`src/rtl/dcrm_pkg.sv`:
```
package dcrm_pkg;

    localparam int SAMPLE_W = 24;
    localparam int FRAC_W   = 12;
    localparam int K_SHIFT  = 12;
    localparam int ACC_W    = SAMPLE_W + FRAC_W;
    localparam int N_CH     = 2;

    typedef logic signed [SAMPLE_W-1:0] sample_t;
    typedef logic signed [ACC_W-1:0]    acc_t;

    typedef struct packed {
        logic                   valid;
        logic    [N_CH-1:0]     hold;
        sample_t [N_CH-1:0]     data;
    } frame_t;

    // a - b with the result clamped to the signed sample range
    function automatic sample_t sat_sub(sample_t a, sample_t b);
        logic signed [SAMPLE_W:0] d;
        d = {a[SAMPLE_W-1], a} - {b[SAMPLE_W-1], b};
        if (d[SAMPLE_W] != d[SAMPLE_W-1])
            return d[SAMPLE_W] ? {1'b1, {(SAMPLE_W-1){1'b0}}}
                               : {1'b0, {(SAMPLE_W-1){1'b1}}};
        return d[SAMPLE_W-1:0];
    endfunction

endpackage

```
`src/rtl/dcrm_estimator.sv`:
```
module dcrm_estimator #(
    parameter int SW = dcrm_pkg::SAMPLE_W,
    parameter int FW = dcrm_pkg::FRAC_W,
    parameter int KS = dcrm_pkg::K_SHIFT
) (
    input  logic                 clk,
    input  logic                 rst,
    input  logic                 step_en,
    input  logic                 hold,
    input  logic signed [SW-1:0] x,
    output logic signed [SW-1:0] est_o
);
    localparam int AW = SW + FW;

    logic signed [AW-1:0] acc_q;
    logic signed [AW:0]   target;
    logic signed [AW:0]   diff;
    logic signed [AW:0]   step;

    always_comb begin
        target = $signed({x[SW-1], x, {FW{1'b0}}});
        diff   = target - $signed({acc_q[AW-1], acc_q});
        step   = diff >>> KS;
    end

    always_ff @(posedge clk) begin
        if (rst)
            acc_q <= '0;
        else if (step_en && !hold)
            acc_q <= acc_q + step[AW-1:0];
    end

    assign est_o = acc_q[AW-1:FW];
endmodule

```
`src/rtl/dcrm_correct.sv`:
```
module dcrm_correct (
    input  logic              clk,
    input  logic              rst,
    input  logic              load,
    input  dcrm_pkg::sample_t x,
    input  dcrm_pkg::sample_t est,
    output dcrm_pkg::sample_t y
);
    dcrm_pkg::sample_t y_q;

    always_ff @(posedge clk) begin
        if (rst)
            y_q <= '0;
        else if (load)
            y_q <= dcrm_pkg::sat_sub(x, est);
    end

    assign y = y_q;
endmodule

```
`src/rtl/dc_block_filter.sv`:
```
module dc_block_filter
    import dcrm_pkg::*;
(
    input  logic                       clk,
    input  logic                       rst,
    input  logic                       in_valid,
    input  logic signed [SAMPLE_W-1:0] in_left,
    input  logic signed [SAMPLE_W-1:0] in_right,
    input  logic                       hold_left,
    input  logic                       hold_right,
    output logic                       out_valid,
    output logic signed [SAMPLE_W-1:0] out_left,
    output logic signed [SAMPLE_W-1:0] out_right
);
    frame_t             in_frame;
    sample_t [N_CH-1:0] est;
    sample_t [N_CH-1:0] y;
    sample_t            est_left;
    sample_t            est_right;
    logic               valid_q;

    assign in_frame.valid   = in_valid;
    assign in_frame.hold    = {hold_right, hold_left};
    assign in_frame.data[0] = in_left;
    assign in_frame.data[1] = in_right;

    for (genvar c = 0; c < N_CH; c++) begin : g_ch
        dcrm_estimator #(
            .SW(SAMPLE_W), .FW(FRAC_W), .KS(K_SHIFT)
        ) u_est (
            .clk    (clk),
            .rst    (rst),
            .step_en(in_frame.valid),
            .hold   (in_frame.hold[c]),
            .x      (in_frame.data[c]),
            .est_o  (est[c])
        );

        dcrm_correct u_cor (
            .clk (clk),
            .rst (rst),
            .load(in_frame.valid),
            .x   (in_frame.data[c]),
            .est (est[c]),
            .y   (y[c])
        );
    end

    always_ff @(posedge clk) begin
        if (rst) valid_q <= 1'b0;
        else     valid_q <= in_frame.valid;
    end

    assign est_left  = est[0];
    assign est_right = est[1];
    assign out_valid = valid_q;
    assign out_left  = y[0];
    assign out_right = y[1];
endmodule

```
`config.mk`:
```
export PLATFORM = sky130hd
export DESIGN_NAME = dc_block_filter
export DESIGN_NICKNAME = d
export VERILOG_FILES = /design/src/rtl/dcrm_pkg.sv /design/src/rtl/dcrm_estimator.sv /design/src/rtl/dcrm_correct.sv /design/src/rtl/dc_block_filter.sv
export SDC_FILE = /design/constraint.sdc
export NUM_CORES = 1
export LEC_CHECK = 0
export BUFFER_PORTS_ARGS = -buffer_cell sky130_fd_sc_hd__buf_2
export CORE_MARGIN = 2
export CORE_UTILIZATION = 60
export CTS_CLUSTER_DIAMETER = 100
export CTS_CLUSTER_SIZE = 12
export DETAILED_ROUTE_END_ITERATION = 8
export GPL_ROUTABILITY_DRIVEN = 0
export PLACE_DENSITY = 0.8
export SLEW_MARGIN = 25
export SYNTH_ARGS = -nofsm -noshare
export SYNTH_HDL_FRONTEND = slang
export SYNTH_HIERARCHICAL = 1
export SYNTH_SLANG_ARGS = --single-unit
export TNS_END_PERCENT = 20
```
`constraint.sdc`:
```
create_clock -name clk -period 5.5 [get_ports clk]
set_input_delay 0.275 -clock clk [delete_from_list [all_inputs] [get_ports clk]]
set_output_delay 0.275 -clock clk [all_outputs]
set_load 0.02 [all_outputs]
```
After elaboration in Yosys (flattened, before gate mapping)

Cells that the tools add are included.
Widths: inputs -> output; s select.

Bits in registers: 121
Output and inout port bits: 49
Bits of input ports: 53
Word-level logic and storage cells: 29

Mux-type cells: 12
Reduce and logical (&&, ||, !) cells: 4
Add/subtract/negate cells: 6
Equal/unequal tests: 2

Operators with widths:

| cell              | number |
|---|---|
| $mux 24           | 6 |
| $sub 36x36->37    | 2 |
| $add 36x36->36    | 2 |
| $sub 24x24->25    | 2 |
| $mux 1            | 6 |
| $logic_and 1x1->1 | 2 |
| $logic_not 1->1   | 2 |
| $ne 1x1->1        | 2 |

Longest topological paths before layout

Depth in word-level cells: 6
Gate-level depth with buffers: 22
Gate-level depth less buffers: 21

Cells and area by module

Netlist, hierarchy kept.

Modules (own cells, without submodules):

| module                         | seq. area each (um^2) | cells each | instances | area each (um^2) |
|---|---|---|---|---|
| dcrm_correct                   | 480.5                 | 305        | 2         | 2,346.0 |
| dcrm_estimator (g_ch[0].u_est) | 720.7                 | 614        | 1         | 4,519.3 |
| dcrm_estimator (g_ch[1].u_est) | 720.7                 | 573        | 1         | 4,379.2 |
| dc_block_filter                | 20.0                  | 2          | 1         | 33.8 |

Least setup slack after synthesis

Ideal clock, no wire load.

Path kind: register to register
From: register g_ch[1].u_est.acc_q[24]
To: register g_ch[1].u_est.acc_q[35]
Path slack: 0.500 ns
Setup time: 0.134 ns
Arrival time: 4.866 ns
Clock period less this slack: 5.000 ns
Stages on the path, launching flop included: 19
Required time: 5.366 ns
Buffers on the path: 0
Cells stage by stage: dfxtp_1 inv_1 ha_1 a21o_1 a21o_1 a221oi_2 or3b_1 o221a_4 a211o_1 o21ai_0 ha_1 a21o_1 a21o_1 a21o_1 a32oi_1 a31oi_4 o2111ai_1 o41ai_1 or4b_1

Cells in the longest elaborated chain, start to end: 2

RTL lines:

| item                   | RTL line             | text |
|---|---|---|
| from (decl)            | dcrm_estimator.sv:15 | `logic signed [AW-1:0] acc_q;` |
| from (signal assigned) | dcrm_estimator.sv:30 | `acc_q <= acc_q + step[AW-1:0];` |
| $sub 36x36->37         | dcrm_estimator.sv:22 | `diff = target - $signed({acc_q[AW-1], acc_q});` |
| $add 36x36->36 (*)     | dcrm_estimator.sv:30 |  |

Every way passes the cells marked *; elsewhere a longest branch is shown, timed or not.
A chain may end at the register's enable or synchronous reset.

Worst setup path after layout

From: register g_ch[1].u_est.acc_q[14]
To: register g_ch[1].u_est.acc_q[35]

The elaborated chain is that of the path after synthesis.

==> results.toml <==
[clock_network]
clk_pin_slew_ns = 0.07
cts_root_buf = "clkbuf_16"
clock_latency_ns = 0.43
tritoncts = "built"
post_cts_buffers = 0
htree_levels = 4
clock-sinks = 121
cts-buffers-inserted = 17
clock_path_buffers = 2

[timing]
setup_viol = 0
post-route-period-util_pct = 96.0
drv_slew = 0
max_slew_margin_pct = 31.3
fin_skew_ns = 0.0120
tns_ns = 0
min_period_ns = 5.28
rsz0062_at_grt = "no"
worst_slack_ns = 0.221
fmax_ghz = 0.189
worst_pin_slew_ns = 1.03
hold_viol = 0

[global_route]
grt_start_max_net_pins = 60
grt_pass1_wl_mm = 60.5
grt_use_total_pct = 30.9
overflow = 0
grt_antenna_before_repair = 3
first_global_vias = 12200

[job]
drv_cap = 0

[die]
initial_utilization_pct = 60.7
die_area_um2 = 23900
die_w_um = 155
dieHeight_um = 155
placementRows = 55
coreArea_um2 = 22400
ioPinCount = 102

[critical_path]
path_class = "reg2reg"
r2r_cells = 19
worstPathArrival_ns = 5.58
worstSetupEndpointType = "register"
r2r_end = "g_ch[1].u_est/acc_q[35]$_SDFFE_PP0P_"
crit_end = "g_ch[1].u_est/acc_q[35]$_SDFFE_PP0P_"
startpoint = "g_ch[1].u_est/acc_q[14]$_SDFFE_PP0P_"
r2r_start = "g_ch[1].u_est/acc_q[14]$_SDFFE_PP0P_"
cp-start-kind = "register"
crit_fanout = 6
crit_required_ns = 5.80
r2r_slack_ns = 0.22

[logic_synthesis]
synthMuxAreaShare_pct = 0.707
synth_warnings = 6
syn_nets = 2030
syn_inst = 1799
synth_area_leader_cell = "dfxtp_1"
synth_top_family_by_area = "compound AO/OA/AOI/OAI gates"
yosysSeqAreaShare_pct = 17.8
yosys-top-cells-area = "dfxtp_1 18%, ha_1 16%, a21oi_1 6.5%, xnor2_1 5.3%, nand2_1 5.2%"
yosysTopAreaCellShare_pct = 17.8
yosys.area_share.simple_pct = 19.0
avgSynthCellArea_um2 = 7.57
synth_adder_area_share_pct = 16.6
ys_seq_elements = 121
async_flop_share_pct = 0
synth-compound-area-share_pct = 29.7
synth-edff-count = 0
synth_xor_area_share_pct = 7.71
syn_area_um2 = 13600
synth_flop_cell = "dfxtp_1"
synth.distinct_cells = 89

[placement]
place_inst = 2089
dpl.hpwl_mm = 29.1
portBuffers = 101
dp_slack_ns = 0.214

[power_and_ir_drop]
leakagePower_nw = 6.43
irDropWorstVdd_mv = 0.302
power_per_cell_area_nw_per_um2 = 398
finalPower_mw = 5.80

[finish]
final_net_count = 2054
area_growth_pct = 6.98
fin_cells = 2122
drive_gt1_share_pct = 12.3
post-route-util_pct = 65.0

[drt]
drt_wl_total_mm = 38.0
drc = 0
wl_per_cell_um = 17.9
vias = 13200
drtIter0Drc = 1002
dr.pass1.iters = 6
vias_per_cell = 6.24
antenna_left = 0

[run_status]
run_status = "finished clean"

[hold_path]
whs_path_depth = 2
hold_class = "in2reg"
hp-start = "rst"
-- per-layer routing --
metal  GRT usage, %  vias to the layer above  share of wire (%)
met3           6.02                      123                6.6
met2           49.9                      495                 45
met1           39.4                     6149                 44
met5              0                        -              0.053
met4           15.6                        4                4.8
li1               -                     6470                  -
-- sequential cells by signal, indices dropped and copies added, names as in the netlist --
name              cells
out_valid             1
g_ch.u_est/acc_q     72
g_ch.u_cor/y         48
-- final cells by class --
cell class | instances | area, um^2
Inverter | 145 | 544
Clock inverter | 15 | 173
Antenna cell | 1 | 2.50
Fill cell | 1939 | 7860
Timing Repair Buffer | 112 | 591
Multi-Input combinational cell | 1426 | 10100
Tap cell | 285 | 357
Clock buffer | 17 | 425
Sequential cell | 121 | 2420
-- worst min path at each step --
| stage | to |
|---|---|
| 4_1_cts | g_ch[1].u_est/acc_q[19]$_SDFFE_PP0P_ |
| 3_5_place_dp | g_ch[1].u_cor/y[13]$_SDFFE_PP0P_ |
| 5_1_grt | g_ch[1].u_est/acc_q[19]$_SDFFE_PP0P_ |
| 6_report | g_ch[1].u_est/acc_q[19]$_SDFFE_PP0P_ |
| 3_3_place_gp | g_ch[1].u_cor/y[13]$_SDFFE_PP0P_ |
| 2_1_floorplan | out_valid$_SDFF_PP0_ |
-- cells in the final DEF, fill, tap and decap left out, types with 12 or more instances in the layout --
cell	instances
and3_1	23
buf_2	100
inv_1	145
xnor2_1	82
nor2b_1	12
o21bai_1	23
a211oi_2	24
a21o_1	67
ha_1	174
nand2b_1	17
clkbuf_16	17
a21oi_1	176
nand4_1	19
nor2_1	140
o21ai_0	83
buf_4	12
nand3_1	40
dfxtp_1	121
nor3_1	34
a31oi_1	21
a211oi_1	35
o211ai_1	16
o21a_1	28
nand2_1	188
xor2_1	38
-- synthesized netlist by cell type (28+ instances only) --
| cell type | n |
|---|---|
| nand2_1 | 188 |
| a21oi_1 | 176 |
| ha_1 | 174 |
| inv_1 | 145 |
| nor2_1 | 141 |
| dfxtp_1 | 121 |
| o21ai_0 | 84 |
| xnor2_1 | 82 |
| a21o_1 | 67 |
| buf_4 | 50 |
| clkbuf_1 | 44 |
| nand3_1 | 40 |
| xor2_1 | 38 |
| a211oi_1 | 35 |
| nor3_1 | 34 |
| o21a_1 | 28 |
-- per-stage QoR --
stage,cell area (um^2),hold slack (ns)
after detailed placement,14000,0.467
final,14600,0.319
after CTS,14600,0.288
after global routing,14600,0.322
after floorplan,13600,0.339
after global placement,14000,0.460
-- logic make-up after synthesis --
kind of cell	after synthesis
XOR/XNOR	120
multiplexers	8
adder cells (fa/ha/maj)	178
flip-flops	121
buffers and inverters	252
AO/OA/AOI/OAI	578
AND/OR/NAND/NOR	542
-- report_power, final --
| group | leakage (nW) | internal (mW) | switching, mW | total [mW] |
|---|---|---|---|---|
| clock | 0.289 | 0.650 | 0.521 | 1.17 |
| sequential | 0.997 | 1.03 | 0.149 | 1.18 |
| combinational | 5.14 | 1.38 | 2.07 | 3.45 |
-- critical path, cell delays in order, from the launching register on --
cell and delay [ns]:
dfxtp_1 0.40, inv_1 0.07, ha_1 0.33, a21oi_1 0.16, nand2_1 0.12, o311a_1 0.42
o21a_1 0.21, o22a_1 0.25, a221o_2 0.40, a21oi_1 0.18, xnor2_1 0.19, ha_1 0.36
a21o_1 0.20, a21o_1 0.18, a211o_1 0.33, o211ai_2 0.30, a31oi_4 0.17, o2111ai_1 0.22
o41ai_1 0.13, or4b_1 0.53
-- timing repair --
| action | CTS | global route |
|---|---|---|
| gates resized for setup | 0 | 4 |
| hold buffers | 0 | 0 |
| endpoints found under the setup margin | 0 | 4 |
No activity file was read; power rests on OpenSTA's default activity.
